--- config.mk ---
export PLATFORM = sky130hd
export DESIGN_NAME = dbg_watch_unit
export DESIGN_NICKNAME = d
export VERILOG_FILES = /design/src/rtl/dbg_watch_pkg.sv /design/src/rtl/dbg_cmp.sv /design/src/rtl/dbg_brk_cnt.sv /design/src/rtl/dbg_watch_unit.sv
export SDC_FILE = /design/constraint.sdc
export NUM_CORES = 1
export LEC_CHECK = 0
export BUFFER_PORTS_ARGS = -buffer_cell sky130_fd_sc_hd__buf_2
export CAP_MARGIN = 10
export CORE_MARGIN = 3
export CORE_UTILIZATION = 35
export CTS_CLUSTER_SIZE = 14
export DETAILED_ROUTE_END_ITERATION = 8
export HOLD_SLACK_MARGIN = 0.15
export PLACE_DENSITY = 0.52
export SETUP_SLACK_MARGIN = 0.1
export SLEW_MARGIN = 30
export SYNTH_ARGS = -nofsm -noshare
export SYNTH_HDL_FRONTEND = slang
export SYNTH_HIERARCHICAL = 1
export SYNTH_SLANG_ARGS = --single-unit
--- constraint.sdc ---
create_clock -name clk -period 4.7 [get_ports clk]
set_clock_uncertainty 0.05 [all_clocks]
set_input_delay 1.41 -clock clk [delete_from_list [all_inputs] [get_ports clk]]
set_output_delay 1.41 -clock clk [all_outputs]
set_load 0.01 [all_outputs]
--- src/rtl/dbg_watch_pkg.sv ---
package dbg_watch_pkg;
  typedef enum logic [1:0] {
    CMP_EQ = 2'd0,
    CMP_NE = 2'd1,
    CMP_LT = 2'd2,
    CMP_GT = 2'd3
  } cmp_cond_e;

  localparam int NUM_IF_CMP = 4;
  localparam int NUM_LA_CMP = 2;
  localparam int NUM_LD_CMP = 2;
  localparam int NUM_CMP    = NUM_IF_CMP + NUM_LA_CMP + NUM_LD_CMP;
  localparam int NUM_WP     = 6;
  localparam int SRC_W      = 3;
  localparam int SRC_LSB    = 16;
  localparam int CFG_W      = 32;
  localparam int CFG_AW     = 5;
  localparam logic [CFG_AW-1:0] ADDR_CTL_BASE = 5'd8;
  localparam logic [CFG_AW-1:0] ADDR_MODE     = 5'd16;
  localparam logic [CFG_AW-1:0] ADDR_BRK_BASE = 5'd20;
endpackage

--- src/rtl/dbg_cmp.sv ---
module dbg_cmp
  import dbg_watch_pkg::*;
#(
  parameter int W = 32
) (
  input  logic         clk,
  input  logic         rst,
  input  logic         wr_val,
  input  logic         wr_ctl,
  input  logic [W-1:0] wval,
  input  logic [2:0]   wctl,
  input  logic         vld,
  input  logic [W-1:0] operand,
  output logic         hit
);
  logic [W-1:0] ref_q;
  cmp_cond_e    cond_q;
  logic         en_q;
  logic         match;

  always_ff @(posedge clk) begin
    if (rst) begin
      ref_q  <= '0;
      cond_q <= CMP_EQ;
      en_q   <= 1'b0;
    end else begin
      if (wr_val) ref_q <= wval;
      if (wr_ctl) begin
        cond_q <= cmp_cond_e'(wctl[1:0]);
        en_q   <= wctl[2];
      end
    end
  end

  always_comb begin
    unique case (cond_q)
      CMP_EQ:  match = (operand == ref_q);
      CMP_NE:  match = (operand != ref_q);
      CMP_LT:  match = (operand <  ref_q);
      default: match = (operand >  ref_q);
    endcase
  end

  assign hit = en_q & vld & match;
endmodule

--- src/rtl/dbg_brk_cnt.sv ---
module dbg_brk_cnt
  import dbg_watch_pkg::*;
#(
  parameter int CNT_W = 16
) (
  input  logic             clk,
  input  logic             rst,
  input  logic             load,
  input  logic [CNT_W-1:0] load_cnt,
  input  logic [SRC_W-1:0] load_src,
  input  logic [NUM_WP-1:0] wp_vec,
  output logic             brk
);
  localparam int PADW = 1 << SRC_W;

  logic [SRC_W-1:0] src_q;
  logic [CNT_W-1:0] cnt_q;
  logic             armed_q;
  logic [PADW-1:0]  wp_pad;
  logic             evt;

  assign wp_pad = PADW'(wp_vec);
  assign evt    = wp_pad[src_q];

  always_ff @(posedge clk) begin
    if (rst) begin
      src_q   <= '1;
      cnt_q   <= '0;
      armed_q <= 1'b0;
    end else if (load) begin
      src_q   <= load_src;
      cnt_q   <= load_cnt;
      armed_q <= (load_cnt != '0);
    end else if (armed_q && cnt_q != '0 && evt) begin
      cnt_q <= cnt_q - 1'b1;
    end
  end

  assign brk = armed_q & (cnt_q == '0);
endmodule

--- src/rtl/dbg_watch_unit.sv ---
module dbg_watch_unit
  import dbg_watch_pkg::*;
#(
  parameter int AW    = 32,
  parameter int DW    = 32,
  parameter int CNT_W = 16,
  parameter int NBRK  = 4
) (
  input  logic              clk,
  input  logic              rst,
  input  logic              ifetch_vld,
  input  logic [AW-1:0]     ifetch_addr,
  input  logic              ls_vld,
  input  logic [AW-1:0]     ls_addr,
  input  logic [DW-1:0]     ls_data,
  input  logic              cfg_we,
  input  logic [CFG_AW-1:0] cfg_addr,
  input  logic [CFG_W-1:0]  cfg_wdata,
  output logic [NUM_WP-1:0] wp_pins,
  output logic [NBRK-1:0]   brk_req
);
  localparam int LA_BASE = NUM_IF_CMP;
  localparam int LD_BASE = NUM_IF_CMP + NUM_LA_CMP;

  logic [NUM_CMP-1:0] h;
  logic [NUM_CMP-1:0] wr_val, wr_ctl;
  logic [4:0]         mode_q;
  logic [NUM_WP-1:0]  wp_d, wp_q;
  logic               la_pair;

  for (genvar i = 0; i < NUM_CMP; i++) begin : g_dec
    assign wr_val[i] = cfg_we && (cfg_addr == CFG_AW'(i));
    assign wr_ctl[i] = cfg_we && (cfg_addr == ADDR_CTL_BASE + CFG_AW'(i));
  end

  for (genvar i = 0; i < NUM_IF_CMP; i++) begin : g_if
    dbg_cmp #(.W(AW)) u_cmp (
      .clk, .rst, .wr_val(wr_val[i]), .wr_ctl(wr_ctl[i]),
      .wval(cfg_wdata[AW-1:0]), .wctl(cfg_wdata[2:0]),
      .vld(ifetch_vld), .operand(ifetch_addr), .hit(h[i]));
  end
  for (genvar i = LA_BASE; i < LD_BASE; i++) begin : g_la
    dbg_cmp #(.W(AW)) u_cmp (
      .clk, .rst, .wr_val(wr_val[i]), .wr_ctl(wr_ctl[i]),
      .wval(cfg_wdata[AW-1:0]), .wctl(cfg_wdata[2:0]),
      .vld(ls_vld), .operand(ls_addr), .hit(h[i]));
  end
  for (genvar i = LD_BASE; i < NUM_CMP; i++) begin : g_ld
    dbg_cmp #(.W(DW)) u_cmp (
      .clk, .rst, .wr_val(wr_val[i]), .wr_ctl(wr_ctl[i]),
      .wval(cfg_wdata[DW-1:0]), .wctl(cfg_wdata[2:0]),
      .vld(ls_vld), .operand(ls_data), .hit(h[i]));
  end

  always_ff @(posedge clk) begin
    if (rst)                                mode_q <= '0;
    else if (cfg_we && cfg_addr == ADDR_MODE) mode_q <= cfg_wdata[4:0];
  end

  always_comb begin
    wp_d[0] = mode_q[0] ? (h[0] & h[1]) : h[0];
    wp_d[1] = h[1];
    wp_d[2] = mode_q[1] ? (h[2] & h[3]) : h[2];
    wp_d[3] = h[3];
    la_pair = mode_q[2] ? (h[4] & h[5]) : h[4];
    wp_d[4] = la_pair & (mode_q[3] ? h[6] : 1'b1);
    wp_d[5] = h[5] & (mode_q[4] ? h[7] : 1'b1);
  end

  always_ff @(posedge clk) begin
    if (rst) wp_q <= '0;
    else     wp_q <= wp_d;
  end
  assign wp_pins = wp_q;

  for (genvar n = 0; n < NBRK; n++) begin : g_brk
    dbg_brk_cnt #(.CNT_W(CNT_W)) u_cnt (
      .clk, .rst,
      .load(cfg_we && cfg_addr == ADDR_BRK_BASE + CFG_AW'(n)),
      .load_cnt(cfg_wdata[CNT_W-1:0]),
      .load_src(cfg_wdata[SRC_LSB+SRC_W-1:SRC_LSB]),
      .wp_vec(wp_q), .brk(brk_req[n]));
  end
endmodule

; Word-level counts from Yosys, hierarchy flattened
; Index checks and enable logic that the tools add are counted.
; W data, S select, Z words.
[op_classes]
n_addsub = 4
n_mul = 0
div = 0
order_cmp = 20
n_eq_ne = 52
shifts = 0
n_mux = 29
bitwise = 25
reduce_logical = 51
[ops]
columns = op, n
row1 = $eq A32 B32 Y1, 8
row2 = $gt A32 B32 Y1, 8
row3 = $lt A32 B32 Y1, 8
row4 = $ne A32 B32 Y1, 8
row5 = $mux W16, 8
row6 = $reduce_bool A16 Y1, 5
row7 = $logic_not A16 Y1, 4
row8 = $sub A16 B1 Y16 const B, 4
row9 = $eq A5 B4 Y1 const B, 8
row10 = $logic_and A1 B1 Y1, 29
row11 = $and A1 B1 Y1, 25
row12 = $eq A5 B5 Y1 const B, 5
row13 = $pmux W1 S3, 8
row14 = $eq A5 B3 Y1 const B, 4
row15 = $eq A2 B1 Y1 const B, 8
row16 = $eq A2 B2 Y1 const B, 8
row17 = $logic_not A2 Y1, 8
row18 = $lt A3 B4 Y1 const B, 4
row19 = $bmux W1 S3, 4
row20 = $eq A5 B2 Y1 const B, 2
row21 = $mux W1, 9
row22 = $reduce_bool A2 Y1, 4
row23 = $eq A5 B1 Y1 const B, 1
row24 = $logic_not A5 Y1, 1
[word_totals]
ff_bits = 371
latchBits = 0
mem_bits_rw = 0
rom_bits = 0
inputBits = 138
out_inout_bits = 10
word_cells = 219
n_memories = 0

; Logic depth before layout (Yosys ltp)
[depth]
depth_word = 6
mapped_depth = 10
ltp_nobuf = 10

; Modules after synthesis
; The synthesis kept the hierarchy.
[modules_own_cells]
columns = module, instances, cells_each, area_each_um2, seq_area_each_um2
row1 = dbg_cmp, 8, 232, 2048.2, 700.7
row2 = dbg_brk_cnt, 4, 137, 1227.4, 400.4
row3 = dbg_watch_unit, 1, 72, 589.3, 220.2

; Worst setup path before layout
; Ideal clock, no wire load.
[synth_timing]
path_type = input -> register
startpoint = input ls_addr[14]
endpoint = register wp_q[4] (netlist: wp_pins[4])
setup_ns = 0.096
arrival_ns = 3.330
t_required_ns = 4.554
slack_ns = 1.224
cell_stages = 9
n_path_buf = 0
cell_sequence = ha_1 a21oi_2 nand2_1 a221o_1 o31a_1 or3_1 a31oi_1 nor2b_1 nor4b_1
[synth_via]
elab_chain_cells = 6
word_cells_on_any_way = 15
cone_classes = 4 x order compare / 4 x eq/ne / 3 x mux / 4 x bitwise
[synth_lines]
columns = item, line_no
row1 = start: declaration, dbg_watch_unit.sv:14  ; input logic [AW-1:0] ls_addr,
row2 = "$gt A32 B32 Y1, or another cell as far along", dbg_cmp.sv:40  ; default: match = (operand > ref_q);
row3 = $pmux W1 S3 *, dbg_cmp.sv:36  ; unique case (cond_q)
row4 = $and A1 B1 Y1 *, dbg_cmp.sv:44  ; assign hit = en_q & vld & match;
row5 = named net h[5], dbg_watch_unit.sv:25  ; logic [NUM_CMP-1:0] h;
row6 = $and A1 B1 Y1 *, dbg_watch_unit.sv:65  ; la_pair = mode_q[2] ? (h[4] & h[5]) : h[4];
row7 = $mux W1 *, dbg_watch_unit.sv:65
row8 = $and A1 B1 Y1 *, dbg_watch_unit.sv:66  ; wp_d[4] = la_pair & (mode_q[3] ? h[6] : 1'b1);
row9 = end signal: assignment, dbg_watch_unit.sv:72  ; else wp_q <= wp_d;
row10 = end: declaration, dbg_watch_unit.sv:28  ; logic [NUM_WP-1:0] wp_d, wp_q;
; Mark *: on every way through the listed nets, which the timed path passes. The rest lies on a longest branch.
; A chain may end at the register's enable or synchronous reset.

; Final worst setup path
[layout_timing]
startpoint = register g_brk[1].u_cnt.cnt_q[0]
endpoint = output brk_req[1]
[layout_via]
elab_chain_cells = 2
[layout_lines]
columns = item, line_no
row1 = start: declaration, dbg_brk_cnt.sv:17  ; logic [CNT_W-1:0] cnt_q;
row2 = start signal: assignment, dbg_brk_cnt.sv:32  ; cnt_q <= load_cnt;
row3 = start signal: assignment, dbg_brk_cnt.sv:35  ; cnt_q <= cnt_q - 1'b1;
row4 = $logic_not A16 Y1, dbg_brk_cnt.sv:39  ; assign brk = armed_q & (cnt_q == '0);
row5 = $and A1 B1 Y1, dbg_brk_cnt.sv:39
row6 = end: declaration, dbg_watch_unit.sv:20  ; output logic [NBRK-1:0] brk_req
; No other way between the ends.

==> flow_summary.ini <==
[routing]
viasPerCell = 5.22
num_vias = 18128
drt_pass1_iterations = 5
drc = 0
wl_per_cell_um = 18.6
routed_wl_um = 64700
antenna_left = 0
drtIter0Drc = 836

[setup_path]
slowest_delay_ps = 520
r2r_cells = 11
worstSetupStartpointType = flip-flop
slowest_stage = nor4b_4
endpoint_kind = output pin
critPathArrivalTime_ps = 2560
r2r_start = g_ld[7].u_cmp/ref_q[11]
reg2reg_to = wp_pins[5]
r2r_setup_slack_ps = 1700
worstSetupPathType = flip-flop to output pin
cp.required_ps = 3240
cp_max_fo = 8
path_cells = inv_1 > ha_1 > or3b_4 > nor4b_4 > and3_1 > buf_2

[hold_path]
hold_path_class = flip-flop to flip-flop
min_path_cells = 2
worstHoldEndpoint = mode_q[2]
worstHoldStart = mode_q[2]

[power]
switching_share_pct = 24.7
switchingPower_mw = 1.87
ir_drop_uv = 238
finalPower_mw = 7.56
p_comb_share_pct = 9.8
internal-power_mw = 5.69
p_leak_nw = 8.96
seqPwrFrac_pct = 42.2
clkPwrFrac_pct = 48.0
cellPowerDensity_nw_per_um2 = 300

[cts]
cts_made_buffers = 43
clk_pin_slew_ps = 60
htreeDepth = 2
clock_latency_ps = 570
cts_resized = 0
hold_buffers = 0
cts_buffer_depth = 3
cts_setup_buffers = 0
cts_root_buffer = clkbuf_16
cts_tree = built
cts_sinks = 371

[finish]
stdcell_count = 3472
postLayoutCellArea_um2 = 25200
drive_gt1_share_pct = 11.4
fin_nets = 2994
fin_util_pct = 40.8
nFillCells = 6202
synthToLayoutAreaGrowth_pct = 15.3

[status]
status = completed

[synth]
ys_warn_count = 6
synth.yosys.seq_area_share_pct = 33.9
avgSynthCellArea_um2 = 8.84
async_flop_share_pct = 0
synth_ff_type = dfxtp_1
synth_cell_types = 52
synth_edf_count = 0
syn_nets = 2874
syn_area_um2 = 21900
ys_seq_elements = 371
syn_inst = 2476

[grt]
grt_pass1_wl_um = 102000
gr-total-overflow = 0
grt_max_degree = 138
track_usage_pct = 19.4
grt_antenna_before_repair = 17
grt_pass1_vias = 18117

[place]
pre_cts_ws_ps = 696
dpl.cell_count = 3388
numPortBuffers = 147
placed_area_um2 = 23700
gp_congestion = 0.899
dpl.hpwl_um = 46200

[timing]
fin_ws_ps = 678
hold_viol = 0
period_minus_slack_ps = 4020
fin_crit_sh_pct = 85.6
hold_ws_ps = 427
relSlewSlack_pct = 36.4
max_freq_ghz = 0.249
worstMarginPinSlew_ps = 955
setup-tns-final_ps = 0
maxSlewViolCount = 0
finalSetupViolCount = 0
rsz0062_at_grt = false

[floorplan]
fp.coreArea_um2 = 61800
die_h_um = 256
die_width_um = 256
rows = 91
start_util_pct = 35.4
dieArea_um2 = 65600
ioPinCount = 148

[run]
maxCapViolCount = 0
[worst max-delay path by stage]
| stage | start | slack (ps) | endpoint | cells past startpoint |
|---|---|---|---|---|
| finish | g_brk[1].u_cnt/cnt_q[0] | 680 | brk_req[1] | 6 |
| floorplan | ls_addr[14] | 1220 | wp_pins[4] | 9 |
| global route | g_brk[1].u_cnt/cnt_q[1] | 540 | brk_req[1] | 6 |
| detailed placement | ls_data[14] | 700 | wp_pins[5] | 11 |
| global placement | ls_addr[14] | 670 | wp_pins[4] | 10 |
| CTS | g_brk[1].u_cnt/cnt_q[0] | 620 | brk_req[1] | 6 |
[routing by layer]
metal	GRT usage [%]	up-vias	part of all wire, %
li1	-	9013	-
met5	0	-	0.14
met1	25.0	8572	46
met2	31.9	380	45
met4	7.41	16	3.7
met3	3.87	147	4.8
[sequential cells by signal, indices dropped and copies added (netlist names), 4 cells and up]
signal,cells
g_ld.u_cmp/cond_q,4
g_la.u_cmp/ref_q,64
mode_q,5
g_brk.u_cnt/src_q,12
g_brk.u_cnt/cnt_q,64
wp_pins,6
g_if.u_cmp/ref_q,128
g_brk.u_cnt/armed_q,4
g_ld.u_cmp/ref_q,64
g_if.u_cmp/en_q,4
g_la.u_cmp/cond_q,4
g_if.u_cmp/cond_q,8
[cells in the mapped netlist, types with 8 or more instances]
library cell	instances	area share [%]
clkbuf_1	65	1.1
nor2b_1	37	1.1
a221oi_1	8	0.32
buf_1	24	0.41
a31oi_1	8	0.23
nand4_1	84	2.4
xnor2_1	28	1.1
a21oi_2	12	0.48
o211ai_1	8	0.27
nor3b_1	11	0.38
a221o_1	8	0.37
mux2i_1	293	13
nor2_1	364	6.2
dfxtp_1	371	34
nand2_1	67	1.1
nand3_1	38	0.87
a21o_1	8	0.27
ha_1	260	15
nor4_1	44	1.3
nand2b_1	27	0.77
inv_1	300	5.1
nor3_1	28	0.64
a211oi_1	72	2.5
o21ai_0	48	1.1
a211o_1	12	0.48
a311o_1	8	0.37
o31a_1	8	0.32
or3_1	12	0.34
a21boi_0	8	0.27
a2111oi_0	28	1.1
and4_1	32	1.3
a21oi_1	88	2.0
[logic make-up after synthesis]
kind of cell	Yosys count	share of synthesized area, %
fa+ha+maj	260	14.9
flops	371	33.9
xor+xnor	28	1.12
compound gates	344	11.2
simple gates	778	18.1
buf+inv	398	7.02
mux	297	13.8
[placed cells by master, fill, tap and decap left out, types with 32 or more instances in the layout]
| master | n |
|---|---|
| nor4_1 | 43 |
| nor2b_1 | 37 |
| ha_1 | 260 |
| dfxtp_1 | 371 |
| clkbuf_16 | 45 |
| nor2_1 | 356 |
| nand2_1 | 67 |
| mux2i_1 | 293 |
| o21ai_0 | 48 |
| buf_2 | 146 |
| a21oi_1 | 88 |
| and4_1 | 32 |
| a211oi_1 | 72 |
| inv_1 | 300 |
| nand3_1 | 38 |
| nand4_1 | 84 |
[cell type report]
cell class                      instances  area, um^2  area share, %
Multi-Input combinational cell       1707       13000           51.5
Sequential cell                       371        7430           29.4
Clock buffer                           66        1360           5.37
Inverter                              300        1130           4.46
Timing Repair Buffer                  173        1080           4.27
Tap cell                              837        1050           4.15
Clock inverter                         13         195          0.774
Antenna cell                            5        12.5         0.0496
[worst max-delay path: cells and delay by family, from the launching register on]
| kind | cells | cell delay (ps) |
|---|---|---|
| buffers and inverters | 2 | 220 |
| adder cells (fa/ha/maj) | 1 | 190 |
| flip-flops | 1 | 340 |
| AND/OR/NAND/NOR | 3 | 1240 |
[power by group through the flow]
stage	registers, mW	clock network, mW	logic [mW]
after global placement	3.26	0	0.721
after floorplan	3.25	0	0.410
after CTS	3.19	3.75	0.744
after global routing	3.19	3.88	0.830
after detailed placement	3.26	0	0.740
final	3.19	3.63	0.740
(Power assumes the default switching activity.)
